`src/rtl/artm_pkg.sv`:
```
package artm_pkg;

    // Register addresses
    localparam int A_CTRL   = 0;
    localparam int A_RELOAD = 1;
    localparam int A_COUNT  = 2;
    localparam int A_CMP0   = 4;

    // Control/status bit positions
    localparam int RUN_BIT = 0;
    localparam int EXT_BIT = 1;
    localparam int IE_BIT  = 2;
    localparam int OVF_BIT = 7;

endpackage

```
`src/rtl/artm_prescale.sv`:
```
module artm_prescale #(
    parameter int PRE_DIV = 4
) (
    input  logic clk_i,
    input  logic rst_ni,
    input  logic en_i,
    output logic tick_o
);
    localparam int PW = (PRE_DIV > 1) ? $clog2(PRE_DIV) : 1;
    localparam logic [PW-1:0] LAST = PW'(PRE_DIV - 1);

    logic [PW-1:0] div_d, div_q;

    always_comb begin
        tick_o = en_i && (div_q == LAST);
        if (!en_i || tick_o) begin
            div_d = '0;
        end else begin
            div_d = div_q + 1'b1;
        end
    end

    always_ff @(posedge clk_i or negedge rst_ni) begin
        if (!rst_ni) begin
            div_q <= '0;
        end else begin
            div_q <= div_d;
        end
    end
endmodule

```
`src/rtl/artm_evsync.sv`:
```
module artm_evsync (
    input  logic clk_i,
    input  logic rst_ni,
    input  logic ev_i,
    output logic pulse_o
);
    logic [2:0] sh_d, sh_q;

    always_comb begin
        sh_d    = {sh_q[1:0], ev_i};
        pulse_o = sh_q[1] & ~sh_q[2];
    end

    always_ff @(posedge clk_i or negedge rst_ni) begin
        if (!rst_ni) begin
            sh_q <= '0;
        end else begin
            sh_q <= sh_d;
        end
    end
endmodule

```
`src/rtl/artm_pwm_chan.sv`:
```
module artm_pwm_chan #(
    parameter int CNT_W = 8
) (
    input  logic             clk_i,
    input  logic             rst_ni,
    input  logic             cmp_wr_i,
    input  logic [CNT_W-1:0] wdata_i,
    input  logic             load_i,
    input  logic [CNT_W-1:0] cnt_next_i,
    output logic [CNT_W-1:0] shadow_o,
    output logic             pwm_o
);
    localparam logic [CNT_W-1:0] TOP = '1;

    typedef struct packed {
        logic [CNT_W-1:0] shadow;
        logic [CNT_W-1:0] active;
        logic             out;
    } chan_t;

    chan_t ch_d, ch_q;

    always_comb begin
        ch_d = ch_q;
        if (cmp_wr_i) begin
            ch_d.shadow = wdata_i;
        end
        if (load_i) begin
            ch_d.active = cmp_wr_i ? wdata_i : ch_q.shadow;
        end
        ch_d.out = (ch_d.active == TOP) || (cnt_next_i < ch_d.active);
    end

    always_ff @(posedge clk_i or negedge rst_ni) begin
        if (!rst_ni) begin
            ch_q <= '0;
        end else begin
            ch_q <= ch_d;
        end
    end

    assign shadow_o = ch_q.shadow;
    assign pwm_o    = ch_q.out;
endmodule

```
`src/rtl/artm_timer.sv`:
```
module artm_timer
    import artm_pkg::*;
#(
    parameter int CNT_W   = 8,
    parameter int NUM_CH  = 2,
    parameter int PRE_DIV = 4,
    parameter int ADDR_W  = 3
) (
    input  logic              clk_i,
    input  logic              rst_ni,
    input  logic              bus_wr_i,
    input  logic              bus_rd_i,
    input  logic [ADDR_W-1:0] bus_addr_i,
    input  logic [CNT_W-1:0]  bus_wdata_i,
    output logic [CNT_W-1:0]  bus_rdata_o,
    input  logic              cnt_en_i,
    input  logic              ev_i,
    output logic [NUM_CH-1:0] pwm_o,
    output logic              irq_o
);
    localparam logic [CNT_W-1:0] TOP = '1;

    typedef struct packed {
        logic [CNT_W-1:0] cnt;
        logic [CNT_W-1:0] reload;
        logic             run;
        logic             ext_sel;
        logic             irq_en;
        logic             ovf;
    } tmr_t;

    tmr_t st_d, st_q;

    logic pre_tick, ev_pulse, tick, wrap;
    logic ctrl_wr, ctrl_rd, reload_wr;
    logic [CNT_W-1:0] cmp_shadow [NUM_CH];

    // Views of state for the bound checker
    logic [CNT_W-1:0] cnt_cur, reload_cur;
    logic             run_cur, ovf_cur, irq_en_cur;
    assign cnt_cur    = st_q.cnt;
    assign reload_cur = st_q.reload;
    assign run_cur    = st_q.run;
    assign ovf_cur    = st_q.ovf;
    assign irq_en_cur = st_q.irq_en;

    artm_prescale #(.PRE_DIV(PRE_DIV)) u_pre (
        .clk_i  (clk_i),
        .rst_ni (rst_ni),
        .en_i   (st_q.run & cnt_en_i & ~st_q.ext_sel),
        .tick_o (pre_tick)
    );

    artm_evsync u_ev (
        .clk_i   (clk_i),
        .rst_ni  (rst_ni),
        .ev_i    (ev_i),
        .pulse_o (ev_pulse)
    );

    always_comb begin
        ctrl_wr   = bus_wr_i && (bus_addr_i == ADDR_W'(A_CTRL));
        ctrl_rd   = bus_rd_i && (bus_addr_i == ADDR_W'(A_CTRL));
        reload_wr = bus_wr_i && (bus_addr_i == ADDR_W'(A_RELOAD));
        tick      = st_q.run && cnt_en_i && (st_q.ext_sel ? ev_pulse : pre_tick);
        wrap      = tick && (st_q.cnt == TOP);

        st_d = st_q;
        if (ctrl_wr) begin
            st_d.run     = bus_wdata_i[RUN_BIT];
            st_d.ext_sel = bus_wdata_i[EXT_BIT];
            st_d.irq_en  = bus_wdata_i[IE_BIT];
        end
        if (reload_wr) begin
            st_d.reload = bus_wdata_i;
        end
        if (tick) begin
            st_d.cnt = wrap ? st_q.reload : st_q.cnt + 1'b1;
        end else if (reload_wr && !st_q.run) begin
            st_d.cnt = bus_wdata_i;
        end
        if (wrap) begin
            st_d.ovf = 1'b1;
        end else if (ctrl_rd) begin
            st_d.ovf = 1'b0;
        end
    end

    always_ff @(posedge clk_i or negedge rst_ni) begin
        if (!rst_ni) begin
            st_q <= '0;
        end else begin
            st_q <= st_d;
        end
    end

    for (genvar g = 0; g < NUM_CH; g++) begin : g_chan
        artm_pwm_chan #(.CNT_W(CNT_W)) u_chan (
            .clk_i      (clk_i),
            .rst_ni     (rst_ni),
            .cmp_wr_i   (bus_wr_i && (bus_addr_i == ADDR_W'(A_CMP0 + g))),
            .wdata_i    (bus_wdata_i),
            .load_i     (wrap || !st_q.run),
            .cnt_next_i (st_d.cnt),
            .shadow_o   (cmp_shadow[g]),
            .pwm_o      (pwm_o[g])
        );
    end

    always_comb begin
        bus_rdata_o = '0;
        if (bus_addr_i == ADDR_W'(A_CTRL)) begin
            bus_rdata_o[RUN_BIT] = st_q.run;
            bus_rdata_o[EXT_BIT] = st_q.ext_sel;
            bus_rdata_o[IE_BIT]  = st_q.irq_en;
            bus_rdata_o[OVF_BIT] = st_q.ovf;
        end else if (bus_addr_i == ADDR_W'(A_RELOAD)) begin
            bus_rdata_o = st_q.reload;
        end else if (bus_addr_i == ADDR_W'(A_COUNT)) begin
            bus_rdata_o = st_q.cnt;
        end else begin
            for (int k = 0; k < NUM_CH; k++) begin
                if (bus_addr_i == ADDR_W'(A_CMP0 + k)) begin
                    bus_rdata_o = cmp_shadow[k];
                end
            end
        end
    end

    assign irq_o = st_q.ovf & st_q.irq_en;
endmodule

```
`config.mk`:
```
export PLATFORM = sky130hd
export DESIGN_NAME = artm_timer
export DESIGN_NICKNAME = d
export VERILOG_FILES = /design/src/rtl/artm_pkg.sv /design/src/rtl/artm_prescale.sv /design/src/rtl/artm_evsync.sv /design/src/rtl/artm_pwm_chan.sv /design/src/rtl/artm_timer.sv
export SDC_FILE = /design/constraint.sdc
export NUM_CORES = 1
export LEC_CHECK = 0
export BUFFER_PORTS_ARGS = -buffer_cell sky130_fd_sc_hd__buf_2
export CAP_MARGIN = 25
export CORE_MARGIN = 3
export CORE_UTILIZATION = 60
export DETAILED_ROUTE_END_ITERATION = 10
export HOLD_SLACK_MARGIN = 0.05
export PLACE_DENSITY = 0.8
export SYNTH_ARGS = -nofsm -noshare
export SYNTH_HDL_FRONTEND = slang
export SYNTH_SLANG_ARGS = --single-unit
export TNS_END_PERCENT = 100
```
`constraint.sdc`:
```
create_clock -name clk_i -period 3.4 [get_ports clk_i]
set_clock_uncertainty 0.15 [all_clocks]
set_input_delay 0.51 -clock clk_i [delete_from_list [all_inputs] [get_ports clk_i]]
set_output_delay 0.51 -clock clk_i [all_outputs]
set_load 0.02 [all_outputs]
```
==> flow_summary.json, run 1 <==
{
  "drv_cap": 0,
  "drtIter0Drc": 409,
  "cts_root_buf": "clkbuf_8",
  "layout_common_cells": "dfrtp_1 (59), mux2_2 (29), buf_2 (27)",
  "async_flop_share": 1.00,
  "cp.arrival_ns": 3.25,
  "grtUsageTotal": 0.276,
  "crit_path_max_fanout": 15,
  "drc": 0,
  "grt_max_degree": 44,
  "cts_max_path_buffers": 2,
  "die_x_um": 81.0,
  "slew_headroom": 0.583,
  "met2_usage": 0.435,
  "start_util": 0.640,
  "antenna_found_initial": 0,
  "io_buffers": 27,
  "antenna_left": 0,
  "vias": 2703,
  "power_leakage_nw": 1.74,
  "antenna_cells": 0,
  "slew_viol_final": 0,
  "clkTransAtPathRegs_ns": 0.07,
  "grt-ovfl-total": 0,
  "grt_setup_unrepaired": "false",
  "syn_nets": 342,
  "ys_seq_elements": 59,
  "grt_pass1_wl_um": 13300,
  "hold_viol_final": 0,
  "grt_pass1_vias": 2569,
  "ys_seq_area_frac": 0.438,
  "netlist_area_mm2": 0.00337,
  "ios": 28,
  "wirelength_um": 8470,
  "worst_pin_slew_ns": 0.619,
  "rr_worst_depth": 12,
  "ys_warn_count": 0,
  "core_mm2": 0.00527,
  "detail_route.wl_per_cell_um": 20.3,
  "synthFlopType": "dfrtp_1",
  "ctsHtreeMaxLevel": 3,
  "start_kind": "flop",
  "required_ns": 3.50,
  "fin_crit_ns": 3.15,
  "synthCells": 311,
  "viasPerCell": 6.47,
  "die_area_mm2": 0.00655,
  "syn_to_final_growth_pct": 12.7,
  "avgSynthCellArea_um2": 10.8,
  "setup_viol": 0,
  "clock.fmax_ghz": 0.318,
  "ir_drop_v": 0.000350,
  "status": "finished, final reports clean",
  "tns_ns": 0,
  "cts_tree": "built",
  "worstSetupEndpointType": "flop",
  "min_path_cells": 1,
  "grt_util_met1": 0.373,
  "rows": 26,
  "drt_first_pass_iters": 5,
  "clock_sinks": 59,
  "clk-insertion-delay-late_ns": 0.35,
  "met3_usage": 0.0521,
  "cts_setup_buffers": 0,
  "final_common_cell": "dfrtp_1",
  "ys_types": 56,
  "r2r_setup_slack_ns": 0.25,
  "grt_busiest_layer": "met2",
  "hpwl_um": 6210,
  "final_nets": 375,
  "synth_edf_count": 0,
  "fin_ws_ns": 0.254,
  "p_per_area_mw_per_mm2": 761,
  "hold_ws_ns": 0.125,
  "die_h_um": 81.0,
  "cts_buffers": 9,
  "layout-drive-gt1-share": 0.270,
  "post-place-ws_ns": 0.209,
  "post-route-period-util": 0.925,
  "gp_congestion": 0.870,
  "crit_type": "reg -> reg",
  "worstHoldPathType": "in -> reg"
}
area by class of cell:
class	instances	area, um^2
clock buffer	13	149
clock inverter	2	60.1
fill	376	1470
inverter	20	75.1
multi-input combinational	215	1710
sequential	59	1480
tap	70	87.6
timing repair buffer	39	244
final timing paths:
path                              startpoint                     end
worst max-delay path              cnt_cur[0]  g_chan[0].u_chan.pwm_o
worst min-delay path                    ev_i            u_ev.sh_q[0]
worst max register to register    cnt_cur[0]  g_chan[0].u_chan.pwm_o
worst min register to register  u_ev.sh_q[0]            u_ev.sh_q[1]
max in group asynchronous             rst_ni              cnt_cur[1]
min in group asynchronous             rst_ni              irq_en_cur
sequential cells by signal, indices dropped and copies added, names as in the netlist:
register                count
g_chan.u_chan.ch_q         16
u_pre.div_q                 2
irq_en_cur                  1
st_q                        1
ovf_cur                     1
g_chan.u_chan.pwm_o         2
u_ev.sh_q                   3
cnt_cur                     8
g_chan.u_chan.shadow_o     16
reload_cur                  8
run_cur                     1
where the power goes:
group	leakage [nW]	internal (mW)	switching (mW)
Sequential	0.711	0.908	0.235
Clock	0.104	0.430	0.275
Combinational	0.922	0.474	0.567
Total	1.74	1.81	1.08
layer usage:
layer	wire, um	share of wire
met5	0	0
met3	595	0.070
met2	3830	0.45
met1	3770	0.45
met4	272	0.032
worst max-delay path: stages, from the launching register on:
cell and delay [ns]:
dfrtp_1 0.45, ha_2 0.28, nand4_4 0.17, a211o_1 0.33
nand2_2 0.18, buf_6 0.21, mux2i_1 0.28, ha_1 0.30
a21oi_1 0.13, nand2_1 0.09, nor4_1 0.16, o21ai_1 0.12
o221ai_2 0.19
through the flow:
step           total power [mW]   util  cell area (um^2)  cells
6_report                   2.89  0.721              3800    418
5_1_grt                    3.07  0.721              3800    418
4_1_cts                    2.86  0.714              3760    416
3_5_place_dp               2.16  0.674              3550    401
3_3_place_gp               2.11  0.674              3550    401
2_1_floorplan              1.85      -              3370    311
kinds of logic after synthesis:
group	count (synthesis)	share of synthesized area
buf+inv	37	0.0586
xor+xnor	3	0.00780
simple gates	78	0.133
fa+ha+maj	14	0.0520
flops	59	0.438
compound gates	62	0.124
mux	58	0.186
synthesized netlist by cell type (all sizes together) (2+ instances only):
library cell | instances | area [um^2]
a211o | 2 | 17.5
a21boi | 2 | 18.8
a21o | 3 | 22.5
a21oi | 11 | 55.1
a22oi | 5 | 37.5
a311oi | 2 | 17.5
a31oi | 5 | 31.3
and2 | 3 | 21.3
and3 | 2 | 12.5
buf | 14 | 111
clkbuf | 3 | 11.3
dfrtp | 59 | 1480
ha | 14 | 175
inv | 20 | 75.1
mux2 | 32 | 368
mux2i | 26 | 260
nand2 | 18 | 72.6
nand2b | 2 | 12.5
nand3 | 5 | 25.0
nand3b | 2 | 15.0
nand4 | 13 | 96.3
nor2 | 17 | 63.8
nor2b | 2 | 12.5
nor3 | 4 | 20.0
nor4 | 2 | 12.5
o2111ai | 2 | 17.5
o211ai | 2 | 15.0
o21a | 5 | 37.5
o21ai | 11 | 55.1
o22ai | 6 | 37.5
xor2 | 2 | 17.5
repair_timing:
action                                  in CTS  in global routing
hold endpoints to repair                     0                 37
resized for setup                            0                  2
hold buffers                                 0                  1
endpoints found under the setup margin       0                  1
No activity file was read; power rests on OpenSTA's default activity.
==> inputs of run 2 (changes only) <==
--- a/config.mk
+++ b/config.mk
@@ -8,11 +8,11 @@
 export BUFFER_PORTS_ARGS = -buffer_cell sky130_fd_sc_hd__buf_2
 export CAP_MARGIN = 25
 export CORE_MARGIN = 3
-export CORE_UTILIZATION = 60
+export CORE_UTILIZATION = 40
 export DETAILED_ROUTE_END_ITERATION = 10
 export HOLD_SLACK_MARGIN = 0.05
-export PLACE_DENSITY = 0.8
 export SYNTH_ARGS = -nofsm -noshare
 export SYNTH_HDL_FRONTEND = slang
+export SYNTH_HIERARCHICAL = 1
 export SYNTH_SLANG_ARGS = --single-unit
 export TNS_END_PERCENT = 100
==> run 2 against run 1 <==
Sequential power decreased by 6%. Clock-buffer cell count decreased by 3. Die area increased by 50%. Combinational power decreased by 5%. Critical endpoint is now g_chan[1].u_chan/pwm_o. Highest routed layer unchanged.
==> flow_summary.json, run 2 <==
{
  "grt-ovfl-total": 0,
  "dp_cells": 430,
  "fin_crit_ns": 3.16,
  "grt_pass1_wl_um": 13200,
  "setup_viol": 0,
  "clock_sinks": 59,
  "grt_setup_unrepaired": "false",
  "critical_path.cell_chain": "ha_1, and2_2, mux2_2, nor2b_1, buf_4, o31a_1, a32oi_1, ha_1, a211oi_1, a221oi_1, o32ai_1",
  "worstHoldPathType": "in -> async",
  "die_x_um": 99,
  "detail_route.wl_per_cell_um": 18.1,
  "cp_num_cells": 11,
  "pwr-share-comb": 0.353,
  "netlist_area_mm2": 0.00346,
  "grt_pass1_vias": 2418,
  "ys_seq_area_frac": 0.427,
  "critPathCapture": "g_chan[1].u_chan/pwm_o",
  "synthFlopType": "dfrtp_1",
  "cpPeakStageDelay_ns": 0.40,
  "status": "finished, final reports clean",
  "io_buffers": 27,
  "core_mm2": 0.00830,
  "final_nets": 369,
  "syn_nets": 348,
  "viasPerCell": 5.48,
  "timing.rr.start": "u_pre/div_q[0]",
  "power_frac_seq": 0.383,
  "p_per_area_mw_per_mm2": 724,
  "stdcell_count": 446,
  "cts_root_buf": "clkbuf_8",
  "synthCells": 315,
  "cts_hold_buf": 0,
  "ios": 28,
  "p_sw_frac": 0.354,
  "ys_seq_elements": 59,
  "path_common_cell": "ha_1",
  "drt_first_pass_iters": 4,
  "drc": 0,
  "worst_pin_slew_ns": 0.726,
  "cell_internal_pwr_mw": 1.80,
  "vias": 2443,
  "worstSetupStartpoint": "u_pre/div_q[0]",
  "die_area_mm2": 0.00980,
  "start_kind": "flop",
  "clkTransAtPathRegs_ns": 0.08,
  "synth_edf_count": 0,
  "synth_area_leaders": "dfrtp_1 (43%), mux2_2 (6.2%), ha_1 (5.8%)",
  "crit_path_max_fanout": 8,
  "start_util": 0.417,
  "rr_worst_depth": 11,
  "drv_cap": 0,
  "fin_ws_ns": 0.242,
  "antenna_left": 0,
  "grt_max_degree": 32,
  "cts_tree": "built",
  "r2r_setup_slack_ns": 0.24,
  "slew_headroom": 0.516,
  "ys_types": 49,
  "hpwl_um": 6040,
  "yosysMostFrequentCell": "dfrtp_1",
  "power.switching_mw": 0.986,
  "tns_ns": 0,
  "rows": 33,
  "hold_viol_final": 0,
  "grtUsageTotal": 0.176,
  "cts_max_path_buffers": 2,
  "die_h_um": 99,
  "syn_to_final_growth_pct": 11.1,
  "antenna_found_initial": 0,
  "clockPowerShare": 0.263,
  "critPathSlowestCell": "dfrtp_1",
  "ys_warn_count": 6,
  "ctsHtreeMaxLevel": 3,
  "post-place-ws_ns": 0.0952,
  "cts_buffers": 9,
  "yosysTopAreaCellShare": 0.427,
  "antenna_cells": 0,
  "gp_congestion": 0.815,
  "required_ns": 3.48,
  "synthTopCellsByCount": "dfrtp_1 (59), inv_1 (25), a21oi_1 (20), mux2_2 (19), nand2_1 (18)",
  "layout_common_cells": "dfrtp_1 (58), buf_2 (27), inv_1 (25)",
  "power_leakage_nw": 1.77,
  "worstReg2RegEnd": "g_chan[1].u_chan/pwm_o",
  "critical-path-top-delay-family": "compound AO/OA/AOI/OAI gates",
  "post-route-period-util": 0.929,
  "path_buf_inv": 1,
  "final_common_cell": "dfrtp_1",
  "ir_drop_v": 0.000283,
  "avgSynthCellArea_um2": 11.0,
  "wirelength_um": 8070,
  "worstSetupEndpointType": "flop",
  "crit_type": "reg -> reg",
  "hold_ws_ns": 0.0713,
  "slew_viol_final": 0,
  "synth_largest_area_cell": "dfrtp_1",
  "drtIter0Drc": 100,
  "async_flop_share": 1.00,
  "cp.arrival_ns": 3.24,
  "layout-drive-gt1-share": 0.314,
  "clock.fmax_ghz": 0.317,
  "clk-insertion-delay-late_ns": 0.34
}
[run 2: final cells by class]
type / count / area, um^2
Clock buffer: 10 / 138
Timing Repair Buffer: 39 / 238
Clock inverter: 6 / 88.8
Inverter: 25 / 93.8
Fill cell: 782 / 4460
Sequential cell: 59 / 1480
Tap cell: 105 / 131
Multi-Input combinational cell: 202 / 1680
[run 2: worst min-delay path by stage]
stage | endpoint | slack, ns
after floorplan | cnt_cur[0] | 0.06
after global placement | u_ev/sh_q[1] | 0.18
after detailed placement | u_ev/sh_q[1] | 0.20
after CTS | g_chan[0].u_chan/ch_q[7] | 0.08
after global routing | u_ev/sh_q[0] | 0.11
final | g_chan[0].u_chan/ch_q[7] | 0.07
[run 2: logic make-up after synthesis]
family                   share of synthesized area
buffers and inverters                       0.0901
AND/OR/NAND/NOR                              0.116
AO/OA/AOI/OAI                                0.114
multiplexers                                 0.195
flip-flops                                   0.427
adder cells (fa/ha/maj)                     0.0579
[run 2: repair_timing]
action                                  in CTS  in global routing
setup buffers                                0                  0
endpoints found under the setup margin       0                  2
gates resized for setup                      0                  3
[run 2: layer usage]
| layer | GRT usage | wire length [um] |
|---|---|---|
| met5 | 0 | 0 |
| met4 | 0.0599 | 118 |
| met3 | 0.0389 | 361 |
| met2 | 0.273 | 3800 |
| met1 | 0.245 | 3790 |
[run 2: power groups by stage]
stage / logic, mW / clock network (mW) / registers, mW
6_report: 0.984 / 0.733 / 1.07
3_5_place_dp: 0.981 / 0 / 1.08
5_1_grt: 1.11 / 0.781 / 1.09
3_3_place_gp: 0.949 / 0 / 1.07
2_1_floorplan: 0.766 / 0 / 1.04
4_1_cts: 0.986 / 0.753 / 1.07
[run 2: through the flow]
step           power, mW  instance area (um^2)  utilization
6_report            2.78                  3840        0.463
2_1_floorplan       1.81                  3460            -
3_5_place_dp        2.06                  3610        0.435
5_1_grt             2.98                  3840        0.463
4_1_cts             2.81                  3840        0.462
3_3_place_gp        2.02                  3610        0.435
